`config.mk`:
```
export PLATFORM = sky130hd
export DESIGN_NAME = pause_flow_ctrl
export DESIGN_NICKNAME = d
export VERILOG_FILES = /design/src/rtl/pfc_pkg.sv /design/src/rtl/pfc_pause_timer.sv /design/src/rtl/pfc_tx_gate.sv /design/src/rtl/pfc_wm_ctrl.sv /design/src/rtl/pause_flow_ctrl.sv
export SDC_FILE = /design/constraint.sdc
export NUM_CORES = 1
export LEC_CHECK = 0
export ABC_AREA = 1
export BUFFER_PORTS_ARGS = -buffer_cell sky130_fd_sc_hd__buf_2
export CORE_ASPECT_RATIO = 0.9
export CORE_MARGIN = 1
export CORE_UTILIZATION = 35
export CTS_CLUSTER_DIAMETER = 40
export DETAILED_ROUTE_END_ITERATION = 8
export PLACE_DENSITY = 0.65
export RECOVER_POWER = 100
export REMOVE_ABC_BUFFERS = 1
export SYNTH_ARGS = -nofsm -noshare
export SYNTH_HDL_FRONTEND = slang
export SYNTH_SLANG_ARGS = --single-unit
export TNS_END_PERCENT = 1
```
`constraint.sdc`:
```
create_clock -name clk -period 2.1 [get_ports clk]
set_input_delay 0.105 -clock clk [delete_from_list [all_inputs] [get_ports clk]]
set_output_delay 0.105 -clock clk [all_outputs]
set_load 0.01 [all_outputs]
```
`src/rtl/pfc_pkg.sv`:
```
package pfc_pkg;

  localparam int PFC_QUANTA_W = 16;
  localparam logic [PFC_QUANTA_W-1:0] PFC_QUANTA_MAX = '1;

  typedef enum logic [1:0] {
    WM_OPEN      = 2'd0,
    WM_XOFF_PEND = 2'd1,
    WM_HELD      = 2'd2,
    WM_XON_PEND  = 2'd3
  } wm_state_e;

  // Next pause timer value: a load wins over a tick, and the count stops at zero.
  function automatic logic [PFC_QUANTA_W-1:0] timer_next(
    input logic [PFC_QUANTA_W-1:0] cur,
    input logic                    load,
    input logic [PFC_QUANTA_W-1:0] load_val,
    input logic                    tick
  );
    if (load)                return load_val;
    if (tick && (cur != '0)) return cur - 1'b1;
    return cur;
  endfunction

  function automatic logic is_below(input int unsigned level, input int unsigned mark);
    return level < mark;
  endfunction

  function automatic logic is_above(input int unsigned level, input int unsigned mark);
    return level > mark;
  endfunction

endpackage

```
`src/rtl/pfc_pause_timer.sv`:
```
module pfc_pause_timer
  import pfc_pkg::*;
(
  input  logic                    clk,
  input  logic                    rst_n,
  input  logic                    en,
  input  logic                    load,
  input  logic [PFC_QUANTA_W-1:0] load_val,
  input  logic                    tick,
  output logic                    paused
);

  logic [PFC_QUANTA_W-1:0] cnt_q;
  logic                    load_ok;

  assign load_ok = en & load;

  always_ff @(posedge clk or negedge rst_n) begin
    if (!rst_n)   cnt_q <= '0;
    else if (!en) cnt_q <= '0;
    else          cnt_q <= timer_next(cnt_q, load_ok, load_val, tick);
  end

  assign paused = en & (cnt_q != '0);

  AST_LOAD_TAKES_VALUE: assert property (@(posedge clk) disable iff (!rst_n)
    (en && load) |=> (cnt_q == $past(load_val)));
  AST_TICK_COUNTS_DOWN: assert property (@(posedge clk) disable iff (!rst_n)
    (en && !load && tick && cnt_q != '0) |=> (cnt_q == $past(cnt_q) - 1'b1));
  AST_IDLE_HOLDS: assert property (@(posedge clk) disable iff (!rst_n)
    (en && !load && !tick) |=> $stable(cnt_q));
  AST_RELOAD_OVERWRITES: assert property (@(posedge clk) disable iff (!rst_n)
    (en && load && cnt_q != '0) |=> (cnt_q == $past(load_val)));
  AST_DISABLE_CLEARS: assert property (@(posedge clk) disable iff (!rst_n)
    !en |=> (cnt_q == '0));

endmodule

```
`src/rtl/pfc_tx_gate.sv`:
```
module pfc_tx_gate (
  input  logic clk,
  input  logic rst_n,
  input  logic paused,
  input  logic ctl_pending,
  input  logic norm_req,
  input  logic norm_done,
  output logic norm_go,
  output logic norm_busy
);

  logic busy_q;

  assign norm_go = norm_req & ~paused & ~busy_q & ~ctl_pending;

  always_ff @(posedge clk or negedge rst_n) begin
    if (!rst_n)         busy_q <= 1'b0;
    else if (norm_go)   busy_q <= 1'b1;
    else if (norm_done) busy_q <= 1'b0;
  end

  assign norm_busy = busy_q;

  AST_NO_START_WHILE_PAUSED: assert property (@(posedge clk) disable iff (!rst_n)
    norm_go |-> !paused);
  AST_CTL_BEFORE_NORMAL: assert property (@(posedge clk) disable iff (!rst_n)
    norm_go |-> !ctl_pending);
  AST_BUSY_AFTER_GO: assert property (@(posedge clk) disable iff (!rst_n)
    norm_go |=> norm_busy);
  AST_BUSY_UNTIL_DONE: assert property (@(posedge clk) disable iff (!rst_n)
    (norm_busy && !norm_done) |=> norm_busy);

endmodule

```
`src/rtl/pfc_wm_ctrl.sv`:
```
module pfc_wm_ctrl
  import pfc_pkg::*;
#(
  parameter int FREE_W    = 10,
  parameter int LOW_MARK  = 64,
  parameter int HIGH_MARK = 192
) (
  input  logic                    clk,
  input  logic                    rst_n,
  input  logic                    en,
  input  logic [FREE_W-1:0]       free_cnt,
  input  logic                    ack,
  output logic                    req,
  output logic [PFC_QUANTA_W-1:0] quanta
);

  wm_state_e st_q, st_d;
  logic      low_hit, high_hit;

  assign low_hit  = is_below(32'(free_cnt), LOW_MARK);
  assign high_hit = is_above(32'(free_cnt), HIGH_MARK);

  always_comb begin
    st_d = st_q;
    unique case (st_q)
      WM_OPEN:      if (low_hit)  st_d = WM_XOFF_PEND;
      WM_XOFF_PEND: if (ack)      st_d = WM_HELD;
      WM_HELD:      if (high_hit) st_d = WM_XON_PEND;
      WM_XON_PEND:  if (ack)      st_d = WM_OPEN;
      default:                    st_d = WM_OPEN;
    endcase
  end

  always_ff @(posedge clk or negedge rst_n) begin
    if (!rst_n)   st_q <= WM_OPEN;
    else if (!en) st_q <= WM_OPEN;
    else          st_q <= st_d;
  end

  assign req    = en & ((st_q == WM_XOFF_PEND) | (st_q == WM_XON_PEND));
  assign quanta = (st_q == WM_XOFF_PEND) ? PFC_QUANTA_MAX : '0;

  AST_XOFF_AFTER_LOW: assert property (@(posedge clk) disable iff (!rst_n)
    (en && st_q == WM_OPEN && free_cnt < FREE_W'(LOW_MARK)) |=>
      (!en || (req && quanta == PFC_QUANTA_MAX)));
  AST_REQ_HELD: assert property (@(posedge clk) disable iff (!rst_n)
    (req && !ack && en) |=> (req || !en));
  AST_ONE_XOFF: assert property (@(posedge clk) disable iff (!rst_n)
    (req && ack && quanta == PFC_QUANTA_MAX) |=> !req);
  AST_XON_ZERO: assert property (@(posedge clk) disable iff (!rst_n)
    (en && st_q == WM_HELD && high_hit) |=> (!en || (req && quanta == '0)));
  AST_DISABLE_RESETS: assert property (@(posedge clk) disable iff (!rst_n)
    !en |=> (st_q == WM_OPEN));

endmodule

```
`src/rtl/pause_flow_ctrl.sv`:
```
module pause_flow_ctrl
  import pfc_pkg::*;
#(
  parameter int FREE_W    = 10,
  parameter int LOW_MARK  = 64,
  parameter int HIGH_MARK = 192
) (
  input  logic                    clk,
  input  logic                    rst_n,
  input  logic                    en,
  input  logic                    rx_pause_vld,
  input  logic [PFC_QUANTA_W-1:0] rx_pause_quanta,
  input  logic                    quanta_tick,
  output logic                    rx_paused,
  input  logic                    tx_norm_req,
  input  logic                    tx_norm_done,
  output logic                    tx_norm_go,
  output logic                    tx_norm_busy,
  input  logic [FREE_W-1:0]       dst_free,
  output logic                    tx_ctl_req,
  output logic [PFC_QUANTA_W-1:0] tx_ctl_quanta,
  input  logic                    tx_ctl_ack
);

  logic paused_w;
  logic ctl_req_w;

  pfc_pause_timer u_timer (
    .clk      (clk),
    .rst_n    (rst_n),
    .en       (en),
    .load     (rx_pause_vld),
    .load_val (rx_pause_quanta),
    .tick     (quanta_tick),
    .paused   (paused_w)
  );

  pfc_tx_gate u_gate (
    .clk         (clk),
    .rst_n       (rst_n),
    .paused      (paused_w),
    .ctl_pending (ctl_req_w),
    .norm_req    (tx_norm_req),
    .norm_done   (tx_norm_done),
    .norm_go     (tx_norm_go),
    .norm_busy   (tx_norm_busy)
  );

  pfc_wm_ctrl #(
    .FREE_W    (FREE_W),
    .LOW_MARK  (LOW_MARK),
    .HIGH_MARK (HIGH_MARK)
  ) u_wm (
    .clk      (clk),
    .rst_n    (rst_n),
    .en       (en),
    .free_cnt (dst_free),
    .ack      (tx_ctl_ack),
    .req      (ctl_req_w),
    .quanta   (tx_ctl_quanta)
  );

  assign rx_paused  = paused_w;
  assign tx_ctl_req = ctl_req_w;

  AST_CTL_NOT_GATED: assert property (@(posedge clk) disable iff (!rst_n)
    (tx_ctl_req && !tx_ctl_ack && en) |=> (tx_ctl_req || !en));

endmodule

```
==> results.json, run 1 <==
{
  "min_path_cells": 2,
  "irDropWorstVdd_v": 0.000271,
  "ys_warn_count": 0,
  "gp_congestion": 0.834,
  "fin_tns_setup_ps": 0,
  "power_mw": 1.51,
  "power-per-cell-area_nw_per_um2": 771,
  "die_h_um": 68.1,
  "avgSynthCellArea_um2": 6.21,
  "timing.final.ws_setup_ps": 200,
  "cts_num_sinks": 19,
  "register_area_um2": 475,
  "post-place-ws_ps": 16.6,
  "drt.antenna.violating_nets": 0,
  "stdcell_count": 377,
  "path_max_fanout": 17,
  "cts_buffers": 3,
  "crit_required_ps": 2000,
  "finClkSkew_ps": 6.25,
  "grt_pass1_vias": 1453,
  "postCtsSetupRepairBufs": 0,
  "worstPathArrival_ps": 1790,
  "crit_path_end_kind": "output port",
  "grt.total_usage_pct": 16.7,
  "io_pins": 54,
  "rsz0062_at_grt": "no",
  "coreArea_um2": 4550,
  "cap_violations": 0,
  "fill_cells": 523,
  "fp-row-count": 23,
  "multi_input_area_um2": 940,
  "yosys.area.top_type": "dfrtp_1",
  "die-area_um2": 5140,
  "clkTransAtPathRegs_ps": 70,
  "critPathLaunchType": "flop",
  "clock-root-buffer": "clkbuf_8",
  "finalCritPeriodShare_pct": 90.5,
  "drt_first_pass_iters": 4,
  "cts_tree": "yes",
  "grt_max_degree": 20,
  "grt_use_met1_pct": 23.0,
  "routed_via_density": 4.36,
  "cellLeakagePower_nw": 1.17,
  "grtUsageMet2_pct": 27.1,
  "clock_latency_ps": 260,
  "slew_headroom_pct": 28.0,
  "initial_core_util_pct": 37.4,
  "setup-violations-final": 0,
  "drc": 0,
  "nets": 357,
  "drt-wirelength-per-cell_um": 10.3,
  "antenna_found_initial": 0,
  "num_vias": 1645,
  "top_usage_layer": "met2",
  "synth_cells": 274,
  "worst_pin_slew_ps": 1080,
  "timing.final.crit_period_ps": 1900,
  "fmax_ghz": 0.526,
  "synth_area_leaders": "dfrtp_1 28%, nand2_1 23%, nand3_1 8.8%",
  "die_w_um": 75.5,
  "io_buffers": 53,
  "grt_pass1_wl_mm": 6.62,
  "status": "finished clean",
  "placed_cells_incl_taps": 372,
  "globalRouteOverflowTotal": 0,
  "clockBufferDepth": 2,
  "detailed_place_hpwl_mm": 2.99,
  "hold_class": "in2reg",
  "holdWs_ps": 18.1,
  "netlist_area_um2": 1700,
  "n_antenna_cell": 0,
  "area_growth_pct": 15.1,
  "r2r_cells": 10,
  "slew_viol_final": 0,
  "drt_iter0_markers": 72,
  "synth-seq-cells": 19,
  "hold_violations": 0,
  "met3_usage_pct": 3.24,
  "seq_area_frac_synth_pct": 28.0,
  "drive_gt1_share_pct": 18.4,
  "wirelength_mm": 3.90,
  "synth_top_area_share_pct": 28.0,
  "crit_type": "reg2out",
  "synth_cell_types": 22,
  "cts.htree.levels": 1
}
## placed cells by master (no fill, tap or decap)
cell,netlist,routed
buf_2,1,45
xor2_1,2,2
nand2_1,106,107
buf_4,17,2
dlygate4sd3_1,0,1
o21ai_0,1,1
o22ai_1,1,1
nand4_1,6,6
o21bai_1,1,1
nor2_1,32,32
nor2_4,1,1
xnor2_1,3,3
inv_1,37,37
nand2_2,2,1
a21oi_4,1,1
nor2_2,2,2
nand3_1,30,30
clkbuf_8,0,3
nand2_4,2,2
or2_2,1,1
ha_1,7,7
clkbuf_1,0,9
a21oi_1,1,1
dfrtp_1,19,19
## synthesized netlist by cell type, drive strengths merged
library cell and instances:
xnor2 3, dfrtp 19, o21ai 1, o21bai 1
nand3 30, inv 37, o22ai 1, buf 19
nand2 110, xor2 2, or2 1, nand4 6
nor2 35, ha 7, a21oi 2
## flip-flops by register name, summed over array words and instances (netlist names)
name	count
u_timer.cnt_q	16
u_gate.norm_busy	1
u_wm.st_q	2
## area by class of cell
cell class              count  area share, %
inverters                  37           7.10
multi-input cells         199           48.0
flip-flops and latches     19           24.3
repair buffers             56           14.3
clock buffers               4           2.30
well taps                  62           3.96
## where the power goes
| part | switching, mW | internal, mW | leakage, nW |
|---|---|---|---|
| Clock | 0.131 | 0.135 | 0.0228 |
| Sequential | 0.0683 | 0.421 | 0.249 |
| Combinational | 0.469 | 0.286 | 0.900 |
| Total | 0.667 | 0.842 | 1.17 |
## layer usage
metal / wire length [µm] / vias to the layer above
li1: - / 910
met1: 1960 / 700
met2: 1760 / 30
met3: 152 / 5
met4: 23 / 0
met5: 0 / -
## final timing paths
kind | start | end | slack [ps]
worst min register to register | u_timer.cnt_q[0] | u_timer.cnt_q[0] | 510
worst max-delay path | u_wm.st_q[1] | tx_norm_go | 200
worst min-delay path | tx_norm_done | u_gate.norm_busy | 20
worst max register to register | u_timer.cnt_q[0] | u_timer.cnt_q[14] | 220
max in group asynchronous | rst_n | u_timer.cnt_q[12] | 900
min in group asynchronous | rst_n | u_timer.cnt_q[10] | 560
## kinds of logic (layout without fill, tap and decap cells)
group,count (synthesis),after routing,share of synthesized area (%)
xor gates and xnor gates,5,5,2.58
AOI/OAI and AO/OA,5,5,2.35
and+or+nand+nor,182,182,45.3
buffers and inverters,56,97,16.6
DFF,19,19,28.0
adders and majority gates,7,7,5.15
## worst max-delay path, stage by stage (launching register included)
cell     delay, ps
dfrtp_1        410
inv_1          100
ha_1           320
o21ai_0        320
nand3_1        140
nor2_1         110
buf_2          130
## what timing repair did
action / in CTS / in global routing
gates resized for setup: 1 / 0
setup endpoints to repair: 1 / 0
hold buffers: 1 / 0
hold endpoints to repair: 19 / 0
## stage by stage
| step | instance area [µm²] | util (%) |
|---|---|---|
| floorplan | 1560 | - |
| global placement | 1910 | 42.1 |
| detailed placement | 1910 | 42.1 |
| CTS | 1970 | 43.4 |
| global route | 1960 | 43.0 |
| finish | 1960 | 43.0 |
Note: power is estimated with default switching activity, not from simulation.
==> run 2, diff against run 1 <==
--- a/config.mk
+++ b/config.mk
@@ -7,11 +7,13 @@
 export LEC_CHECK = 0
 export ABC_AREA = 1
 export BUFFER_PORTS_ARGS = -buffer_cell sky130_fd_sc_hd__buf_2
+export CAP_MARGIN = 0
 export CORE_ASPECT_RATIO = 0.9
 export CORE_MARGIN = 1
 export CORE_UTILIZATION = 35
 export CTS_CLUSTER_DIAMETER = 40
 export DETAILED_ROUTE_END_ITERATION = 8
+export MAX_ROUTING_LAYER = met4
 export PLACE_DENSITY = 0.65
 export RECOVER_POWER = 100
 export REMOVE_ABC_BUFFERS = 1
==> run 2 against run 1 <==
  * First-iteration DRC count is 2.8% higher
  * Final cell count stayed put
  * Power is 0.16% lower
  * Non-clock buffer count stayed put
  * Largest cell class unchanged
  * Largest power group unchanged
==> results.json, run 2 (same netlist as run 1, synthesis figures left out) <==
{
  "hold_violations": 0,
  "top_register": "u_timer.cnt_q",
  "cp_slowest_cell": "dfrtp_1",
  "cellLeakagePower_nw": 1.17,
  "reg2reg_setup_slack_ps": 210,
  "timing.final.ws_setup_ps": 204,
  "nets": 357,
  "crit_required_ps": 2000,
  "num_vias": 1653,
  "wirelength_mm": 3.87,
  "drt_iter0_markers": 74,
  "drive_gt1_share_pct": 18.4,
  "antenna_found_initial": 0,
  "die_h_um": 68.1,
  "die_w_um": 75.5,
  "drt_first_pass_iters": 4,
  "critPathMaxStageDelay_ps": 410,
  "cts_num_sinks": 19,
  "power_mw": 1.51,
  "crit_type": "reg2out",
  "grt.total_usage_pct": 17.1,
  "rr_startpoint": "u_timer.cnt_q[0]",
  "status": "finished clean",
  "fp-row-count": 23,
  "clockBufferDepth": 2,
  "min-delay-start": "tx_norm_done",
  "worst_pin_slew_ps": 1070,
  "io_pins": 54,
  "critPathLaunchType": "flop",
  "drt.antenna.violating_nets": 0,
  "routed_via_density": 4.38,
  "setup-violations-final": 0,
  "cts.htree.levels": 1,
  "globalRouteOverflowTotal": 0,
  "worstPathArrival_ps": 1790,
  "irDropWorstVdd_v": 0.000271,
  "finClkSkew_ps": 7.05,
  "area_growth_pct": 15.1,
  "placed_cells_incl_taps": 372,
  "finalCritPeriodShare_pct": 90.3,
  "drc": 0,
  "fmax_ghz": 0.527,
  "timing.final.crit_period_ps": 1900,
  "path_max_fanout": 17,
  "die-area_um2": 5140,
  "grt_pass1_vias": 1458,
  "crit_chain": "inv_1 > ha_1 > o21ai_0 > nand3_1 > nor2_1 > buf_2",
  "rsz0062_at_grt": "no",
  "grt_max_degree": 20,
  "final_common_cell": "nand2_1",
  "startpoint": "u_wm.st_q[1]",
  "crit_path_end_kind": "output port",
  "clkTransAtPathRegs_ps": 70,
  "cts_buffers": 3,
  "clock-root-buffer": "clkbuf_8",
  "grt_pass1_wl_mm": 6.59,
  "detailed_place_hpwl_mm": 2.99,
  "hold_class": "in2reg",
  "slew_headroom_pct": 28.4,
  "gp_congestion": 0.847,
  "final_cell_mix": "107 x nand2_1, 45 x buf_2, 37 x inv_1",
  "largest_reg_flops": 16,
  "initial_core_util_pct": 37.4,
  "io_buffers": 53,
  "slew_viol_final": 0,
  "clock_latency_ps": 260,
  "cts_tree": "yes",
  "n_antenna_cell": 0,
  "post-place-ws_ps": 16.6,
  "cap_violations": 0,
  "coreArea_um2": 4550,
  "drt-wirelength-per-cell_um": 10.3,
  "power-per-cell-area_nw_per_um2": 770,
  "stdcell_count": 377
}
run 2: cell counts in the layout (fill, tap and decap cells not counted):
Identical to the previous run, type by type.
run 2: power breakdown:
part | switching, mW | internal [mW] | total, mW
Clock | 0.129 | 0.135 | 0.264
Combinational | 0.468 | 0.286 | 0.754
Sequential | 0.0683 | 0.421 | 0.489
Total | 0.665 | 0.842 | 1.51
run 2: layout make-up:
type	count	area, µm²
Clock buffer	4	45.0
Fill cell	523	2590
Inverter	37	139
Multi-Input combinational cell	199	940
Sequential cell	19	475
Tap cell	62	77.6
Timing Repair Buffer	56	280
run 2: per-stage QoR:
step / TNS (ps) / utilization [%] / hold slack, ps / area (µm²)
2_1_floorplan: -1790 / - / -191 / 1560
3_5_place_dp: 0 / 42.1 / 78.5 / 1910
3_3_place_gp: 0 / 42.1 / 72.5 / 1910
6_report: 0 / 43.0 / 19.4 / 1960
5_1_grt: 0 / 43.0 / 17.0 / 1960
4_1_cts: 0 / 43.4 / 17.3 / 1970
run 2: path summary, 6_finish.rpt:
kind,cells past startpoint,end
max,6,tx_norm_go
min,2,u_gate.norm_busy
max reg2reg,10,u_timer.cnt_q[14]
min reg2reg,2,u_timer.cnt_q[0]
max in group asynchronous,2,u_timer.cnt_q[12]
min in group asynchronous,2,u_timer.cnt_q[10]
run 2: worst max-delay path: cells and delay by family, from the launching register on:
family / cells / cell delay, ps
DFF: 1 / 410
adders and majority gates: 1 / 320
AOI/OAI and AO/OA: 1 / 320
and+or+nand+nor: 2 / 250
buffers and inverters: 2 / 230
run 2: layer usage:
metal / GRT usage, % / part of all wire, %
met1: 22.9 / 51
met2: 26.9 / 45
met3: 3.09 / 3.7
met4: 3.94 / 0.44
met5: - / 0
run 2: repair_timing:
| action | 4_1_cts | 5_1_grt |
|---|---|---|
| endpoints found under the hold margin | 19 | 0 |
| buffers inserted | 0 | 0 |
| gates resized for setup | 1 | 0 |
| hold buffers | 1 | 0 |
| setup endpoints to repair | 1 | 0 |
==> run 3, diff against run 2 <==
--- a/config.mk
+++ b/config.mk
@@ -10,11 +10,11 @@
 export CAP_MARGIN = 0
 export CORE_ASPECT_RATIO = 0.9
 export CORE_MARGIN = 1
-export CORE_UTILIZATION = 35
+export CORE_UTILIZATION = 40
 export CTS_CLUSTER_DIAMETER = 40
 export DETAILED_ROUTE_END_ITERATION = 8
 export MAX_ROUTING_LAYER = met4
-export PLACE_DENSITY = 0.65
+export PLACE_DENSITY = 0.72
 export RECOVER_POWER = 100
 export REMOVE_ABC_BUFFERS = 1
 export SYNTH_ARGS = -nofsm -noshare
==> run 3 against run 2 <==
  * The run now ends with design-rule violations left
  * Critical path type is now reg2reg
  * Global-route usage is 0.73 points higher
  * Critical path depth up 4
  * Clock-buffer cell count is the same
  * Sequential cell count unchanged
  * Sequential share of layout area up 0.33 points
  * Core utilization is 4.4 points higher
  * Final cell count is 3.4% lower
  * Worst setup slack better by 85 ps
  * Power decreased by 2.0%
  * Worst hold slack gained 10 ps
==> results.json, run 3 (same netlist as run 1, synthesis figures left out) <==
{
  "cts_tree": "yes",
  "seqPwrFrac_pct": 32.7,
  "crit_type": "reg2reg",
  "die_h_um": 63.9,
  "cts_buffers": 3,
  "postCtsSetupRepairBufs": 0,
  "hold_class": "in2reg",
  "area_growth_pct": 13.5,
  "gp_congestion": 0.840,
  "switching_share_pct": 44.6,
  "fill_cells": 457,
  "finClkSkew_ps": 2.24,
  "num_vias": 1628,
  "timing.final.ws_setup_ps": 289,
  "p_comb_share_pct": 49.7,
  "rsz0062_at_grt": "no",
  "cts_num_sinks": 19,
  "coreArea_um2": 4070,
  "nets": 358,
  "drt_iter0_markers": 88,
  "crit_path_end_kind": "flop",
  "crit_required_ps": 2250,
  "power-per-cell-area_nw_per_um2": 765,
  "slew_headroom_pct": 31.5,
  "drc": 2,
  "grt.total_usage_pct": 17.8,
  "wirelength_mm": 3.64,
  "hold_violations": 0,
  "p_int_mw": 0.818,
  "critPathLaunchType": "flop",
  "path_common_cell": "nand2_1",
  "worst_pin_slew_ps": 1030,
  "holdWs_ps": 29.5,
  "register_area_um2": 475,
  "multi_input_area_um2": 942,
  "die-area_um2": 4520,
  "crit_chain": "inv_1 > ha_1 > nand2_1 > nor2_1 > nand2_2 > nand2_4 > nor2_2 > nand2_1 > nand3_1 > nand2_1",
  "cap_violations": 0,
  "clockBufferDepth": 2,
  "path_max_fanout": 13,
  "drt_first_pass_iters": 6,
  "die_w_um": 70.7,
  "globalRouteOverflowTotal": 0,
  "cp_slowest_cell": "nor2_2",
  "final_common_cell": "nand2_1",
  "drive_gt1_share_pct": 14.9,
  "fp-row-count": 22,
  "power_mw": 1.48,
  "io_pins": 54,
  "n_antenna_cell": 0,
  "drt.antenna.violating_nets": 0,
  "cts.htree.levels": 1,
  "fmax_ghz": 0.552,
  "final_cell_mix": "106 x nand2_1, 37 x inv_1, 33 x buf_2",
  "io_buffers": 53,
  "drt-wirelength-per-cell_um": 10.0,
  "cellLeakagePower_nw": 1.13,
  "pwr-share-clk_pct": 17.6,
  "slew_viol_final": 0,
  "initial_core_util_pct": 41.7,
  "critPathMaxStageDelay_ps": 440,
  "switchingPower_mw": 0.658,
  "irDropWorstVdd_v": 0.000242,
  "antenna_found_initial": 0,
  "clkTransAtPathRegs_ps": 70,
  "worstPathArrival_ps": 1960,
  "timing.final.crit_period_ps": 1810,
  "detailed_place_hpwl_mm": 2.76,
  "grt_pass1_vias": 1477,
  "finalCritPeriodShare_pct": 86.2,
  "grt_max_degree": 20,
  "grt_pass1_wl_mm": 6.38,
  "setup-violations-final": 0,
  "post-place-ws_ps": 44.7,
  "routed_via_density": 4.47,
  "clock_latency_ps": 260,
  "status": "finished with violations",
  "top_register": "u_timer.cnt_q",
  "clock-root-buffer": "clkbuf_8",
  "violations": "design-rule violations",
  "largest_reg_flops": 16
}
## run 3: worst paths after layout
kind                             startpoint                 to  slack, ps  cells past startpoint
max                        u_timer.cnt_q[0]   u_timer.cnt_q[7]        290                     10
min                            tx_norm_done   u_gate.norm_busy         30                      2
max reg2reg                u_timer.cnt_q[0]   u_timer.cnt_q[7]        290                     10
min reg2reg                u_timer.cnt_q[1]   u_timer.cnt_q[1]        510                      2
max in group asynchronous             rst_n   u_timer.cnt_q[5]        940                      2
min in group asynchronous             rst_n  u_timer.cnt_q[12]        540                      2
## run 3: cell type report
type,instances,share of cell area (%)
Sequential cell,19,24.6
Timing Repair Buffer,57,13.9
Inverter,37,7.19
Multi-Input combinational cell,199,48.8
Clock buffer,4,2.33
Tap cell,48,3.11
## run 3: power by group through the flow
stage | Sequential (mW) | Clock (mW) | Combinational [mW]
2_1_floorplan | 0.477 | 0 | 0.511
3_3_place_gp | 0.488 | 0 | 0.767
3_5_place_dp | 0.489 | 0 | 0.779
4_1_cts | 0.482 | 0.270 | 0.784
5_1_grt | 0.492 | 0.283 | 0.850
6_report | 0.483 | 0.259 | 0.734
## run 3: routing by layer
layer	vias to the layer above	GRT usage, %	wire length [µm]
met3	5	1.89	92
li1	905	-	-
met2	26	28.8	1560
met1	692	23.5	1940
met5	-	-	0
met4	0	6.00	51
## run 3: timing repair
action / CTS / global route
gates resized for setup: 0 / 1
endpoints found under the hold margin: 19 / 0
setup endpoints to repair: 0 / 13
hold buffers: 1 / 0
## run 3: worst max-delay path: cells and delay by family, from the launching register on
family / cells / cell delay (ps)
adders and majority gates: 1 / 200
DFF: 1 / 370
and+or+nand+nor: 8 / 1050
buffers and inverters: 1 / 90
## run 3: through the flow
step           TNS [ps]  instance area [µm²]  util (%)  std cells
3_3_place_gp          0                 1900      46.7        359
2_1_floorplan     -1790                 1560         -        255
5_1_grt               0                 1930      47.4        364
6_report              0                 1930      47.4        364
3_5_place_dp          0                 1900      46.7        359
4_1_cts               0                 1960      48.1        364
